### config.mk
export PLATFORM = sky130hd
export DESIGN_NAME = wbm_retry_port
export DESIGN_NICKNAME = d
export VERILOG_FILES = /design/src/rtl/wbm_retry_pkg.sv /design/src/rtl/wbm_beat_track.sv /design/src/rtl/wbm_backoff_timer.sv /design/src/rtl/wbm_cti_gen.sv /design/src/rtl/wbm_retry_port.sv
export SDC_FILE = /design/constraint.sdc
export NUM_CORES = 1
export LEC_CHECK = 0
export BUFFER_PORTS_ARGS = -buffer_cell sky130_fd_sc_hd__buf_2
export CAP_MARGIN = 20
export CORE_ASPECT_RATIO = 0.9
export CORE_UTILIZATION = 41
export CTS_BUF_LIST = sky130_fd_sc_hd__clkbuf_8
export DETAILED_ROUTE_END_ITERATION = 10
export PLACE_DENSITY = 0.75
export SETUP_SLACK_MARGIN = 0.4
export SLEW_MARGIN = 20
export SYNTH_ARGS = -nofsm -noshare
export SYNTH_HDL_FRONTEND = slang
export SYNTH_HIERARCHICAL = 1
export SYNTH_SLANG_ARGS = --single-unit
export TNS_END_PERCENT = 1
### constraint.sdc
create_clock -name clk -period 2.6 [get_ports clk]
set_input_delay 0.13 -clock clk [delete_from_list [all_inputs] [get_ports clk]]
set_output_delay 0.13 -clock clk [all_outputs]
set_load 0.1 [all_outputs]
### src/rtl/wbm_retry_pkg.sv
// Shared types for the retrying WISHBONE master port.
// Assumes: nothing beyond IEEE 1800-2017.
package wbm_retry_pkg;

    typedef enum logic [1:0] {
        ST_IDLE = 2'd0,
        ST_BUS  = 2'd1,
        ST_WAIT = 2'd2
    } wbm_state_e;

    localparam logic [2:0] CTI_CLASSIC = 3'b000;
    localparam logic [2:0] CTI_INCR    = 3'b010;
    localparam logic [2:0] CTI_END     = 3'b111;

    localparam int unsigned WAIT_MAX = 255;

endpackage

### src/rtl/wbm_beat_track.sv
// Holds the current beat address and the count of beats still owed.
// Assumes: load and advance never coincide; advance only while beats remain.
module wbm_beat_track #(
    parameter int unsigned AW   = 32,
    parameter int unsigned CNTW = 7,
    parameter int unsigned STEP = 4
) (
    input  logic            clk,
    input  logic            rst_n,
    input  logic            load,
    input  logic [AW-1:0]   ld_addr,
    input  logic [CNTW-1:0] ld_beats,
    input  logic            advance,
    output logic [AW-1:0]   cur_addr,
    output logic [CNTW-1:0] remaining,
    output logic            last
);
    localparam logic [AW-1:0]   STEP_V = AW'(STEP);
    localparam logic [CNTW-1:0] ONE    = CNTW'(1);

    logic [AW-1:0]   addr_q;
    logic [CNTW-1:0] left_q;

    // Load a new transaction or step past an acknowledged beat.
    always_ff @(posedge clk) begin
        if (!rst_n) begin
            addr_q <= '0;
            left_q <= '0;
        end else if (load) begin
            addr_q <= ld_addr;
            left_q <= ld_beats;
        end else if (advance) begin
            addr_q <= addr_q + STEP_V;
            left_q <= left_q - ONE;
        end
    end

    assign cur_addr  = addr_q;
    assign remaining = left_q;
    assign last      = (left_q == ONE);

    // An accepted beat must always have a beat left to account for.
    assert_no_underflow_R4: assert property (@(posedge clk) disable iff (!rst_n)
        advance |-> (left_q != '0));

endmodule

### src/rtl/wbm_backoff_timer.sv
// Counts the idle gap after a retry; expire marks the last waiting clock.
// Assumes: WAIT is within 1..255; start is a single-cycle pulse.
module wbm_backoff_timer #(
    parameter int unsigned WAIT = 16
) (
    input  logic clk,
    input  logic rst_n,
    input  logic start,
    input  logic run,
    output logic expire
);
    localparam int unsigned TW     = 8;
    localparam logic [TW-1:0] LOAD = TW'(WAIT);

    logic [TW-1:0] cnt_q;

    // Reload on a retry, count down while the port waits.
    always_ff @(posedge clk) begin
        if (!rst_n)
            cnt_q <= '0;
        else if (start)
            cnt_q <= LOAD;
        else if (run && cnt_q != TW'(1))
            cnt_q <= cnt_q - TW'(1);
    end

    assign expire = run && (cnt_q == TW'(1));

    // The parameter must describe a usable wait.
    initial begin
        assert_wait_range_R11: assert (WAIT >= 1 && WAIT <= wbm_retry_pkg::WAIT_MAX);
    end

endmodule

### src/rtl/wbm_cti_gen.sv
// Encodes the cycle type for the beat now on the bus.
// Assumes: last is valid whenever active is high.
module wbm_cti_gen (
    input  logic       active,
    input  logic       burst,
    input  logic       last,
    output logic [2:0] cti
);
    import wbm_retry_pkg::*;

    // Classic outside bursts; burst beats end with the closing code.
    always_comb begin
        if (!active)
            cti = CTI_CLASSIC;
        else if (!burst)
            cti = CTI_CLASSIC;
        else if (last)
            cti = CTI_END;
        else
            cti = CTI_INCR;
    end

endmodule

### src/rtl/wbm_retry_port.sv
// WISHBONE master port running classic or incrementing-burst transactions
// for a sequencer; restarts refused beats after a fixed backoff.
// Assumes: req_beats is 1, 4, 8, 16, 32 or 64; addresses are aligned to DW/8.
module wbm_retry_port #(
    parameter int unsigned AW         = 32,
    parameter int unsigned DW         = 32,
    parameter int unsigned MAX_BEATS  = 64,
    parameter int unsigned RETRY_WAIT = 16
) (
    input  logic                      clk,
    input  logic                      rst_n,
    input  logic                      req_valid,
    output logic                      req_ready,
    input  logic [AW-1:0]             req_addr,
    input  logic [$clog2(MAX_BEATS+1)-1:0] req_beats,
    input  logic                      req_write,
    input  logic [DW/8-1:0]           req_sel,
    input  logic [DW-1:0]             wr_data,
    output logic                      beat_ack,
    output logic [DW-1:0]             rd_data,
    output logic                      done_o,
    output logic                      fault_o,
    output logic [AW-1:0]             wb_adr_o,
    output logic [DW-1:0]             wb_dat_o,
    input  logic [DW-1:0]             wb_dat_i,
    output logic                      wb_we_o,
    output logic [DW/8-1:0]           wb_sel_o,
    output logic                      wb_stb_o,
    output logic                      wb_cyc_o,
    output logic [2:0]                wb_cti_o,
    output logic [1:0]                wb_bte_o,
    output logic                      wb_lock_o,
    input  logic                      wb_ack_i,
    input  logic                      wb_err_i,
    input  logic                      wb_rty_i
);
    import wbm_retry_pkg::*;

    localparam int unsigned CNTW = $clog2(MAX_BEATS + 1);
    localparam int unsigned SW   = DW / 8;
    localparam logic [AW-1:0] STEP_V = AW'(SW);

    wbm_state_e      state_q;
    logic            burst_q;
    logic            we_q;
    logic [SW-1:0]   sel_q;
    logic            done_q;
    logic            fault_q;

    logic            in_bus;
    logic            accept;
    logic            resp_ack;
    logic            resp_err;
    logic            resp_rty;
    logic            expire;
    logic [AW-1:0]   cur_addr;
    logic [CNTW-1:0] remaining;
    logic            last;
    logic [2:0]      cti;

    assign in_bus   = (state_q == ST_BUS);
    assign accept   = (state_q == ST_IDLE) && req_valid;

    // Resolve simultaneous responses: error, then retry, then acknowledge.
    always_comb begin
        resp_err = in_bus && wb_err_i;
        resp_rty = in_bus && wb_rty_i && !wb_err_i;
        resp_ack = in_bus && wb_ack_i && !wb_err_i && !wb_rty_i;
    end

    wbm_beat_track #(.AW(AW), .CNTW(CNTW), .STEP(SW)) u_track (
        .clk       (clk),
        .rst_n     (rst_n),
        .load      (accept),
        .ld_addr   (req_addr),
        .ld_beats  (req_beats),
        .advance   (resp_ack),
        .cur_addr  (cur_addr),
        .remaining (remaining),
        .last      (last)
    );

    wbm_backoff_timer #(.WAIT(RETRY_WAIT)) u_timer (
        .clk    (clk),
        .rst_n  (rst_n),
        .start  (resp_rty),
        .run    (state_q == ST_WAIT),
        .expire (expire)
    );

    wbm_cti_gen u_cti (
        .active (in_bus),
        .burst  (burst_q),
        .last   (last),
        .cti    (cti)
    );

    // Sequence idle, open cycle and backoff wait.
    always_ff @(posedge clk) begin
        if (!rst_n) begin
            state_q <= ST_IDLE;
        end else begin
            unique case (state_q)
                ST_IDLE: if (accept) state_q <= ST_BUS;
                ST_BUS: begin
                    if (resp_err)               state_q <= ST_IDLE;
                    else if (resp_rty)          state_q <= ST_WAIT;
                    else if (resp_ack && last)  state_q <= ST_IDLE;
                end
                ST_WAIT: if (expire) state_q <= ST_BUS;
                default: state_q <= ST_IDLE;
            endcase
        end
    end

    // Latch the per-transaction attributes when a request is taken.
    always_ff @(posedge clk) begin
        if (!rst_n) begin
            burst_q <= 1'b0;
            we_q    <= 1'b0;
            sel_q   <= '0;
        end else if (accept) begin
            burst_q <= (req_beats != CNTW'(1));
            we_q    <= req_write;
            sel_q   <= req_sel;
        end
    end

    // Raise the one-cycle completion and fault pulses.
    always_ff @(posedge clk) begin
        if (!rst_n) begin
            done_q  <= 1'b0;
            fault_q <= 1'b0;
        end else begin
            done_q  <= resp_ack && last;
            fault_q <= resp_err;
        end
    end

    assign req_ready = (state_q == ST_IDLE);
    assign beat_ack  = resp_ack;
    assign rd_data   = (in_bus && !we_q) ? wb_dat_i : '0;
    assign done_o    = done_q;
    assign fault_o   = fault_q;

    assign wb_cyc_o  = in_bus;
    assign wb_stb_o  = in_bus;
    assign wb_adr_o  = in_bus ? cur_addr : '0;
    assign wb_we_o   = in_bus && we_q;
    assign wb_sel_o  = in_bus ? sel_q : '0;
    assign wb_dat_o  = (in_bus && we_q) ? wr_data : '0;
    assign wb_cti_o  = cti;
    assign wb_bte_o  = 2'b00;
    assign wb_lock_o = 1'b0;

    // A refused beat closes the cycle and frees no request slot.
    assert_rty_drops_cycle_R6: assert property (@(posedge clk) disable iff (!rst_n)
        resp_rty |=> (!wb_cyc_o && !wb_stb_o && !req_ready));

    // The backoff keeps the beat position and the owed count.
    assert_rty_keeps_position_R7: assert property (@(posedge clk) disable iff (!rst_n)
        resp_rty |=> (cur_addr == $past(cur_addr) && remaining == $past(remaining)));

    // An error aborts with a fault and never reports completion.
    assert_err_aborts_R8: assert property (@(posedge clk) disable iff (!rst_n)
        resp_err |=> (!wb_cyc_o && fault_o && !done_o));

    // A non-final burst beat keeps the cycle and steps the address.
    assert_burst_step_R4: assert property (@(posedge clk) disable iff (!rst_n)
        (resp_ack && wb_cti_o == CTI_INCR) |=>
            (wb_cyc_o && wb_adr_o == $past(wb_adr_o) + STEP_V));

    // The final acknowledge closes the cycle and reports completion.
    assert_final_ack_done_R3: assert property (@(posedge clk) disable iff (!rst_n)
        (resp_ack && wb_cti_o != CTI_INCR) |=> (!wb_cyc_o && done_o && !fault_o));

endmodule

==> results of run 1 <==
kinds of logic after synthesis:
family / count (synthesis)
AO/OA/AOI/OAI: 89
other: 1
multiplexers: 12
adder cells (fa/ha/maj): 5
flip-flops: 57
AND/OR/NAND/NOR: 247
XOR/XNOR: 17
buffers and inverters: 45
power groups by stage:
stage	logic (mW)	clock network (mW)	registers, mW
6_report	0.864	0.952	1.03
5_1_grt	0.912	1.00	1.04
4_1_cts	0.857	0.964	1.03
3_5_place_dp	0.850	0	1.05
3_3_place_gp	0.837	0	1.04
2_1_floorplan	0.675	0	1.02
worst reg2reg max path, cell delays in order, from the launching register on:
cell and delay (ns):
dfxtp_4 0.35, nand2b_4 0.17, nor4b_4 0.21, buf_4 0.18, nand4_4 0.11, or4_4 0.60, or4_4 0.43, a31oi_1 0.17
timing repair:
action / in CTS / in global routing
setup endpoints to repair: 23 / 82
hold buffers: 0 / 0
pin swaps: 3 / 4
gates resized for setup: 6 / 4
cloned: 0 / 1
buffers inserted: 6 / 1
Yosys cell counts, types with 2 or more instances:
cell	instances
buf_2	2
clkbuf_1	24
nor2_1	7
and2_1	75
clkbuf_2	5
o311a_1	3
or3_1	4
a211oi_1	4
o31ai_1	7
nor3b_1	6
mux2i_1	12
nand2b_1	9
nor2b_1	14
and4_1	6
dfxtp_1	57
buf_4	6
and4_2	3
nor4b_1	4
a21oi_1	12
nand3_1	5
o211a_1	9
o31a_1	2
o21a_1	4
o21ai_0	30
xnor2_1	12
nor3_1	9
ha_1	5
nand4_1	13
a311oi_1	4
inv_1	6
nand2_1	28
nor4_1	9
xor2_1	5
a31oi_1	9
or4_1	9
and3_1	39
routing by layer:
layer  part of all wire  track usage  vias up
met4              0.012       0.0726        0
li1                   -            -     2137
met1               0.46        0.307     2003
met3              0.066       0.0439       14
met2               0.47        0.394      178
met5                  0            0        -
flip-flops by register name, indices dropped and copies added, names as in the netlist, 2 cells and up:
| register | cells |
|---|---|
| sel_q | 4 |
| state_q | 2 |
| u_timer/cnt_q | 8 |
| u_track/cur_addr | 32 |
| u_track/remaining | 7 |
per-stage QoR:
step	power, mW	hold WS (ns)	setup TNS (ns)	utilization	cell area [um2]
final	2.85	0.0144	0	0.587	5330
after global routing	2.96	0.0177	0	0.587	5330
after CTS	2.85	0.00448	0	0.583	5300
after detailed placement	1.90	0.362	0	0.551	5010
after global placement	1.88	0.357	0	0.551	5010
after floorplan	1.69	0.206	-8.78	-	3850
final timing paths:
check        cells past startpoint  slack (ns)              endpoint        startpoint
max                              7        0.32  u_track/cur_addr[25]        state_q[1]
min                              2        0.01   u_track/cur_addr[5]       req_addr[5]
max reg2reg                      7        0.32  u_track/cur_addr[25]        state_q[1]
min reg2reg                      2        0.49      u_timer/cnt_q[7]  u_timer/cnt_q[7]
final cells by class:
class,count,area (um2),area share
diodes,1,2.50,0.000469
flip-flops and latches,57,1150,0.215
multi-input cells,374,2530,0.476
inverters,7,26.3,0.00493
well taps,122,153,0.0286
repair buffers,236,1240,0.232
clock buffers,11,151,0.0284
clock inverters,5,77.6,0.0146
==> Flow_metrics.wiki, run 1 <==
{| class="wikitable"
! Metric !! Value
|-
| Run status || finished clean
|-
| Pre-Repair DR Iteration Count || 4
|-
| Clock tree from TritonCTS || built
|-
| Pin count of the biggest net entering global routing || 55
|-
| Die height || 93.6 um
|-
| Leakage power total || 2.73 nW
|-
| Max capacitance violation total || 0
|-
| Clock period minus final worst setup slack || 2.28 ns
|-
| Layout filler cell count || 801
|-
| Buf+Inv Stages, Crit Path || 1
|-
| Total clock sinks || 57
|-
| Async set-reset flop share out of synthesis || 0
|-
| Internal cell power || 1.76 mW
|-
| Standard cell core area || 9080 um2
|-
| Overall die width || 104 um
|-
| Unrepaired setup endpoints after global routing || yes
|-
| Total setup violations reported at the end of the flow || 0
|-
| Compound-cell area share of the yosys netlist || 0.159
|-
| Cell count after placement || 788
|-
| IO buf count || 223
|-
| CP Data Required Time || 2.86 ns
|-
| Type of the setup path with the least slack || reg2reg
|-
| WL/cell || 15.2 um
|-
| Peak ir drop on the vdd network || 0.000360 V
|-
| Slowest stage delay, CP || 0.60 ns
|-
| Avg Synthesized Cell Area || 8.08 um2
|-
| Area fraction in and, or, nand and nor cells after synthesis || 0.402
|-
| Critical path, cell by cell || nand2b_4 > nor4b_4 > buf_4 > nand4_4 > or4_4 > or4_4 > a31oi_1
|-
| Number of synthesized flops with an enable pin || 0
|-
| Vias per inst || 5.33
|-
| Yosys reg bits || 57
|-
| Maximum net fanout on the critical path || 6
|-
| Most frequent standard cell in the layout excluding fill and tap cells || buf_2
|-
| Cell family with most CP delay || simple AND/OR/NAND/NOR gates
|-
| Detailed-placement wirelength estimate || 9140 um
|-
| Sequential fraction of design power || 0.362
|-
| Detail Route Antenna Nets || 0
|-
| TritonCTS Buffers || 9
|-
| Final std cells w/o fill || 813
|-
| Relative max-transition margin || 0.323
|-
| Total standard cell area after synthesis || 3820 um2
|-
| Mux share of post-synthesis cell area || 0.0314
|-
| Count of H-tree levels built during CTS || 3
|-
| Comb pwr share || 0.303
|-
| Area share of the largest cell type after synthesis || 0.298
|-
| I/O pin total || 227
|-
| Overall Global Routing Usage || 0.235
|-
| Number of buffers between clock root and the deepest sink || 2
|-
| Fraction of final layout cells sized beyond drive strength 1 || 0.397
|-
| Total overflow reported by the global router || 0
|-
| Clock tree skew after final layout || 0.00618 ns
|-
| Most common flop cell mapped by yosys || dfxtp_1
|-
| Proportion of synthesized chip area in sequential cells || 0.298
|-
| Main combinational cell family by area after synthesis || simple AND/OR/NAND/NOR gates
|-
| Adder-cell share of the synthesized area || 0.0164
|-
| Via count of the first global-routing pass || 3723
|-
| Worst-skew pair later-pin latency || 0.34 ns
|-
| Final weighted congestion in routability-driven placement || 0.836
|-
| Total length of routed wires || 12400 um
|-
| Max-slew violation total from the final report || 0
|-
| Sw frac || 0.381
|-
| Type of the most critical hold path || in2reg
|-
| Final layout net count || 804
|-
| Post-synthesis cell type with the largest combined area || dfxtp_1
|-
| Dominant cells by area after synthesis || dfxtp_1, and2_1, and3_1
|-
| Site row count || 33
|-
| Number of DRC violations after detailed-routing iteration 0 || 216
|-
| Slowest cell on the critical path || or4_4
|-
| Portion of the clock cycle consumed by the worst path in the final layout || 0.878
|-
| Most used cells in the layout excluding fill and tap cells || buf_2, and2_1, dfxtp_1
|-
| Dpl ws || 0.0700 ns
|-
| Die Outline Area || 9720 um2
|-
| Global-route wire length before repair || 18300 um
|-
| Count of vias placed by the detailed router || 4332
|-
| Root buffer cell || clkbuf_8
|-
| Fraction of power consumed by the clock network || 0.334
|-
| Initial Utilization || 0.421
|-
| Switch Pwr || 1.08 mW
|-
| Final Hold Vio Count || 0
|-
| Initial antenna violation count || 0
|-
| Synthesis-to-layout area growth || 39.4%
|-
| DRC violations left || 0
|-
| Startpoint types || register
|-
| Xor and xnor area share after synthesis || 0.0389
|-
| Library cells used by synthesis || 51
|-
| Minimum setup slack in the final design || 0.318 ns
|-
| Worst EP arrival || 2.54 ns
|-
| Pwr dens || 534 nW/um2
|-
| Slew at the pin closest to its max-slew limit || 1.01 ns
|-
| Most used cell, CP || or4_4
|-
| Count of synthesis-stage warnings from yosys || 6
|-
| Critical path capture point type || register
|-
| Cell count after synthesis || 473
|-
| Achievable Freq || 0.438 GHz
|-
| Clock transition at the registers of the reported paths || 0.07 ns
|}
Power figures use the tool's default switching activity.
==> run 2, diff against run 1 <==
--- a/config.mk
+++ b/config.mk
@@ -12,6 +12,7 @@
 export CTS_BUF_LIST = sky130_fd_sc_hd__clkbuf_8
 export DETAILED_ROUTE_END_ITERATION = 10
 export PLACE_DENSITY = 0.75
+export RECOVER_POWER = 100
 export SETUP_SLACK_MARGIN = 0.4
 export SLEW_MARGIN = 20
 export SYNTH_ARGS = -nofsm -noshare
==> run 2 against run 1 <==
Net effect: final cell count decreased by 0.12%; utilization decreased by 0.79 points; die area unchanged; non-clock buffer count unchanged; clock power about the same; wire length decreased by 0.19%; setup slack got worse by 0.11 ns; worst hold slack about the same; cell area decreased by 1.3%; register-to-register slack got worse by 0.07 ns; flip-flop and latch count unchanged; critical path type is now reg2out; highest routed layer unchanged.
==> Flow_metrics.wiki, run 2 (synthesized netlist as in run 1, its figures left out) <==
{| class="wikitable"
! Metric !! Value
|-
| Achievable Freq || 0.418 GHz (-4.6%)
|-
| Initial antenna violation count || 0 (unchanged)
|-
| Type of the most critical hold path || in2reg
|-
| Clock period minus final worst setup slack || 2.39 ns (+0.111 ns)
|-
| Count of vias placed by the detailed router || 4364 (+0.74%)
|-
| Die height || 93.6 um (unchanged)
|-
| Overall die width || 104 um (unchanged)
|-
| Relative max-transition margin || 0.208 (-0.115)
|-
| Number of diodes added for antenna fixing || 0 (-1)
|-
| Total length of routed wires || 12400 um (-0.19%)
|-
| Number of buffers between clock root and the deepest sink || 2 (unchanged)
|-
| Type of the setup path with the least slack || reg2out
|-
| Total clock sinks || 57 (unchanged)
|-
| Total overflow reported by the global router || 0 (unchanged)
|-
| Combined area of the multi-input logic cells || 2500 um2 (-1.4%)
|-
| Startpoint types || register
|-
| Pre-Repair DR Iteration Count || 5 (+1)
|-
| Most used cells in the layout excluding fill and tap cells || buf_2, clkbuf_2, and2_1
|-
| Worst-skew pair later-pin latency || 0.34 ns (about the same)
|-
| Peak ir drop on the vdd network || 0.000360 V (about the same)
|-
| Vias per inst || 5.37 (+0.86%)
|-
| Clock transition at the registers of the reported paths || 0.06 ns (about the same)
|-
| DRC violations left || 0 (unchanged)
|-
| Number of DRC violations after detailed-routing iteration 0 || 249 (+15%)
|-
| WL/cell || 15.2 um (about the same)
|-
| TritonCTS Buffers || 9 (unchanged)
|-
| Via count of the first global-routing pass || 3723 (unchanged)
|-
| Site row count || 33 (unchanged)
|-
| Sequential standard cell area || 1140 um2 (-0.33%)
|-
| Run status || finished clean
|-
| Global-route wire length before repair || 18300 um (unchanged)
|-
| Standard cell core area || 9080 um2 (unchanged)
|-
| Clock tree skew after final layout || 0.00850 ns (+0.00232 ns)
|-
| Layout filler cell count || 815 (+1.7%)
|-
| Initial Utilization || 0.421 (unchanged)
|-
| Detail Route Antenna Nets || 0 (unchanged)
|-
| Slowest cell on the critical path || or4_1
|-
| Pin count of the biggest net entering global routing || 55 (unchanged)
|-
| Synthesis-to-layout area growth || 37.5%
|-
| Max capacitance violation total || 0 (unchanged)
|-
| Unrepaired setup endpoints after global routing || yes
|-
| Fraction of final layout cells sized beyond drive strength 1 || 0.375 (-0.0217)
|-
| Register-to-register setup slack || 0.25 ns (-0.07 ns)
|-
| IO buf count || 223 (unchanged)
|-
| Worst EP arrival || 2.26 ns (-0.28 ns)
|-
| Flip-flop count of the largest register after layout || 32 (unchanged)
|-
| Max-slew violation total from the final report || 0 (unchanged)
|-
| Minimum setup slack in the final design || 0.207 ns (-0.111 ns)
|-
| Final Hold Vio Count || 0 (unchanged)
|-
| Leakage power total || 2.60 nW (-4.8%)
|-
| Count of H-tree levels built during CTS || 3 (unchanged)
|-
| I/O pin total || 227 (unchanged)
|-
| Critical path, cell by cell || or4_1 > nor3b_1 > and3_1 > clkbuf_4
|-
| Critical path capture point type || primary output
|-
| Detailed-placement wirelength estimate || 9140 um (unchanged)
|-
| Portion of the clock cycle consumed by the worst path in the final layout || 0.920 (+0.0428)
|-
| Clock tree from TritonCTS || built
|-
| Hold_buf cts || 0 (unchanged)
|-
| CP Data Required Time || 2.47 ns (-0.39 ns)
|-
| Pwr dens || 540 nW/um2 (+1.1%)
|-
| Total setup violations reported at the end of the flow || 0 (unchanged)
|-
| Slowest stage delay, CP || 0.55 ns (-0.05 ns)
|-
| Slew at the pin closest to its max-slew limit || 1.19 ns (+0.179 ns)
|-
| Final layout net count || 804 (unchanged)
|-
| Die Outline Area || 9720 um2 (unchanged)
|-
| Dpl ws || 0.0700 ns (unchanged)
|-
| Most frequent standard cell in the layout excluding fill and tap cells || buf_2
|-
| Root buffer cell || clkbuf_8
|-
| Final weighted congestion in routability-driven placement || 0.836 (unchanged)
|-
| Overall Global Routing Usage || 0.235 (unchanged)
|-
| Minimum hold slack || 0.0147 ns (+0.000287 ns)
|-
| Overall power || 2.84 mW (-0.27%)
|-
| Maximum net fanout on the critical path || 5 (-1)
|}
==> run 2: changes by cell type in the layout (fill, tap and decap cells not counted), sizes merged <==
cell	delta
buf	-106
diode	-1
clkbuf	+106
==> run 2: final cells by class <==
cell class              instances  area share
clock buffers                  11      0.0288
clock inverters                 5      0.0148
inverters                       7     0.00500
multi-input cells             374       0.475
flip-flops and latches         57       0.217
well taps                     122      0.0290
repair buffers                236       0.230
==> run 2: critical path: cells and delay by family (launching register included) <==
family / cells / cell delay [ns]
and+or+nand+nor: 3 / 1.23
DFF: 1 / 0.36
buffers and inverters: 1 / 0.34
==> run 2: metrics by stage <==
| stage | instances | area [um2] | TNS [ns] | utilization |
|---|---|---|---|---|
| after floorplan | 475 | 3850 | -8.78 | - |
| after global placement | 788 | 5010 | 0 | 0.551 |
| after detailed placement | 788 | 5010 | 0 | 0.551 |
| after CTS | 810 | 5300 | 0 | 0.583 |
| after global routing | 812 | 5260 | 0 | 0.579 |
| final | 812 | 5260 | 0 | 0.579 |
==> run 2: where the power goes <==
part	leakage [nW]	switching [mW]	internal, mW
clock	0.115	0.366	0.588
combinational	2.01	0.628	0.229
sequential	0.470	0.0887	0.940
==> run 2: worst paths after layout <==
check	cells past startpoint	startpoint	endpoint
min	2	req_addr[5]	u_track/cur_addr[5]
min reg2reg	2	u_timer/cnt_q[7]	u_timer/cnt_q[7]
max reg2reg	7	state_q[1]	u_track/cur_addr[25]
max	4	u_track/remaining[2]	wb_cti_o[2]
==> run 2: routing by layer <==
layer | up-vias | global-route usage | wire (um)
met1 | 2025 | 0.307 | 5540
met3 | 14 | 0.0439 | 857
li1 | 2134 | - | -
met4 | 0 | 0.0726 | 147
met5 | - | 0 | 0
met2 | 191 | 0.394 | 5810
==> run 2: timing repair <==
| action | CTS | global route |
|---|---|---|
| setup endpoints to repair | 23 | 82 |
| gates resized for setup | 6 | 4 |
| cloned | 0 | 1 |
| buffers inserted | 6 | 1 |
| pin swaps | 3 | 4 |
==> run 3, diff against run 2 <==
--- a/config.mk
+++ b/config.mk
@@ -5,13 +5,13 @@
 export SDC_FILE = /design/constraint.sdc
 export NUM_CORES = 1
 export LEC_CHECK = 0
-export BUFFER_PORTS_ARGS = -buffer_cell sky130_fd_sc_hd__buf_2
 export CAP_MARGIN = 20
-export CORE_ASPECT_RATIO = 0.9
-export CORE_UTILIZATION = 41
+export CORE_AREA = 2 2 88 90
 export CTS_BUF_LIST = sky130_fd_sc_hd__clkbuf_8
 export DETAILED_ROUTE_END_ITERATION = 10
-export PLACE_DENSITY = 0.75
+export DIE_AREA = 0 0 90 92
+export DONT_BUFFER_PORTS = 1
+export PLACE_DENSITY = 0.66
 export RECOVER_POWER = 100
 export SETUP_SLACK_MARGIN = 0.4
 export SLEW_MARGIN = 20
==> run 3 against run 2 <==
Net effect: via count decreased by 3.6%; clock skew decreased by 0.0022 ns; highest routed layer is now met5; combinational power decreased by 1%; largest cell class unchanged; clock power decreased by 22%; total power decreased by 7.8%; utilization increased by 11 points; sequential share of layout area increased by 0.53 points; wire length increased by 15%.
==> Flow_metrics.wiki, run 3 (synthesized netlist as in run 1, its figures left out) <==
{| class="wikitable"
! Metric !! Value
|-
| Run status || finished clean
|-
| CP Data Required Time || 2.47 ns (about the same)
|-
| Max-slew violation total from the final report || 0 (unchanged)
|-
| Total clock sinks || 57 (unchanged)
|-
| Root buffer cell || clkbuf_8
|-
| Die height || 92 um (-1.7%)
|-
| Slowest cell on the critical path || dfxtp_4
|-
| Site row count || 32 (-3.0%)
|-
| Initial antenna violation count || 16 (+16)
|-
| Synthesis-to-layout area growth || 34.6%
|-
| Clock period minus final worst setup slack || 2.35 ns (-0.0426 ns)
|-
| Clock transition at the registers of the reported paths || 0.07 ns (about the same)
|-
| Critical path capture point type || primary output
|-
| Die Outline Area || 8280 um2 (-15%)
|-
| Count of vias placed by the detailed router || 4205 (-3.6%)
|-
| Most used cell, CP || buf_4
|-
| Via count of the first global-routing pass || 3902 (+4.8%)
|-
| Startpoint types || register
|-
| Number of DRC violations after detailed-routing iteration 0 || 238 (-4.4%)
|-
| Most used cells in the layout excluding fill and tap cells || and2_1, buf_4, dfxtp_1
|-
| Cell count after placement || 652 (-17%)
|-
| Cell family with most CP delay || buffers and inverters
|-
| Standard cell core area || 7450 um2 (-18%)
|-
| IO buf count || 0 (-100%)
|-
| Relative max-transition margin || 0.186 (-0.0218)
|-
| Pin count of the biggest net entering global routing || 51 (-7.3%)
|-
| Buf+Inv Stages, Crit Path || 4 (+3)
|-
| Portion of the clock cycle consumed by the worst path in the final layout || 0.904 (-0.0164)
|-
| Slew at the pin closest to its max-slew limit || 1.20 ns (+0.0106 ns)
|-
| Fraction of power consumed by the clock network || 0.284 (-0.052)
|-
| Overall die width || 90 um (-13%)
|-
| Number of buffers between clock root and the deepest sink || 2 (unchanged)
|-
| Total overflow reported by the global router || 0 (unchanged)
|-
| Switch Pwr || 1.07 mW (-1.1%)
|-
| Sw frac || 0.409 (+0.0275)
|-
| Worst-skew pair later-pin latency || 0.34 ns (about the same)
|-
| Overall Global Routing Usage || 0.324 (+0.0894)
|-
| Pwr dens || 509 nW/um2 (-5.7%)
|-
| Most frequent standard cell in the layout excluding fill and tap cells || and2_1
|-
| Critical path, cell by cell || nand2b_1 > buf_4 > clkinv_4 > buf_4 > and2_1 > clkbuf_4
|-
| I/O pin total || 227 (unchanged)
|-
| Count of H-tree levels built during CTS || 3 (unchanged)
|-
| Final weighted congestion in routability-driven placement || 0.875 (+4.7%)
|-
| Leakage power total || 2.33 nW (-10%)
|-
| Detail Route Antenna Nets || 0 (unchanged)
|-
| Worst EP arrival || 2.22 ns (-0.04 ns)
|-
| Slowest stage delay, CP || 0.36 ns (-0.19 ns)
|-
| Final Hold Vio Count || 0 (unchanged)
|-
| Register-to-register setup slack || 0.28 ns (+0.03 ns)
|-
| Fin util || 0.691 (+0.112)
|-
| Type of the setup path with the least slack || reg2out
|-
| Unrepaired setup endpoints after global routing || yes
|-
| WL/cell || 19.6 um (+29%)
|-
| Clock tree from TritonCTS || built
|-
| Total length of routed wires || 14200 um (+15%)
|-
| Maximum net fanout on the critical path || 50 (+45)
|-
| Peak ir drop on the vdd network || 0.000311 V (-14%)
|-
| Internal cell power || 1.55 mW (-12%)
|-
| TritonCTS Buffers || 9 (unchanged)
|-
| Pre-Repair DR Iteration Count || 5 (unchanged)
|-
| Fraction of final layout cells sized beyond drive strength 1 || 0.252 (-0.124)
|-
| Final layout net count || 722 (-10%)
|-
| Detailed-placement wirelength estimate || 10000 um (+9.5%)
|-
| DRC violations left || 0 (unchanged)
|-
| Type of the most critical hold path || in2reg
|-
| Initial Utilization || 0.513 (+0.0925)
|-
| Max capacitance violation total || 0 (unchanged)
|-
| Achievable Freq || 0.425 GHz (+1.8%)
|-
| Final std cells w/o fill || 721 (-11%)
|-
| Total setup violations reported at the end of the flow || 0 (unchanged)
|-
| Sequential fraction of design power || 0.394 (+0.032)
|-
| Comb pwr share || 0.323 (+0.021)
|-
| Clock tree skew after final layout || 0.00635 ns (-0.00215 ns)
|-
| Global-route wire length before repair || 21200 um (+16%)
|-
| Flip-flop count of the largest register after layout || 32 (unchanged)
|-
| Vias per inst || 5.83 (+8.5%)
|}
-- run 3: final cells by class --
class / instances / area (um2)
Antenna cell: 11 / 27.5
Clock buffer: 11 / 151
Clock inverter: 5 / 22.5
Fill cell: 667 / 2300
Inverter: 7 / 31.3
Multi-Input combinational cell: 373 / 2510
Sequential cell: 57 / 1140
Tap cell: 102 / 128
Timing Repair Buffer: 155 / 1130
-- run 3: worst paths after layout --
path | from | cells after the start | end
worst min-delay path | req_addr[30] | 2 | u_track/cur_addr[30]
worst min register to register | u_timer/cnt_q[7] | 2 | u_timer/cnt_q[7]
worst max register to register | state_q[1] | 7 | u_track/cur_addr[25]
worst max-delay path | state_q[1] | 6 | wb_adr_o[27]
-- run 3: stage by stage --
| stage | cell area [um2] | TNS [ns] | hold WS, ns | setup WS, ns | power, mW |
|---|---|---|---|---|---|
| after floorplan | 3850 | -8.78 | 0.206 | -0.698 | 1.69 |
| after global placement | 4690 | 0 | 0.245 | 0.123 | 1.82 |
| after detailed placement | 4690 | 0 | 0.238 | 0.0647 | 1.84 |
| after CTS | 5240 | 0 | 0.000290 | 0.301 | 2.63 |
| after global routing | 5130 | 0 | 0.0198 | 0.140 | 2.73 |
| final | 5140 | 0 | 0.0136 | 0.250 | 2.62 |
-- run 3: power groups by stage --
stage | Sequential (mW) | Clock, mW | Combinational (mW)
2_1_floorplan | 1.02 | 0 | 0.675
3_3_place_gp | 1.04 | 0 | 0.778
3_5_place_dp | 1.05 | 0 | 0.789
4_1_cts | 1.03 | 0.758 | 0.847
5_1_grt | 1.04 | 0.802 | 0.889
6_report | 1.03 | 0.743 | 0.845
-- run 3: routing by layer --
metal / vias to the layer above / share of wire / track usage
li1: 1983 / - / -
met1: 1981 / 0.41 / 0.386
met2: 201 / 0.44 / 0.491
met3: 30 / 0.13 / 0.209
met4: 10 / 0.017 / 0.0744
met5: - / 0.0049 / 0
-- run 3: repair_timing --
action,4_1_cts,5_1_grt
endpoints found under the setup margin,37,19
endpoints found under the hold margin,48,0
hold buffers,31,0
pin swaps,2,2
buffers inserted,5,5
gates resized for setup,4,4
cloned,0,1
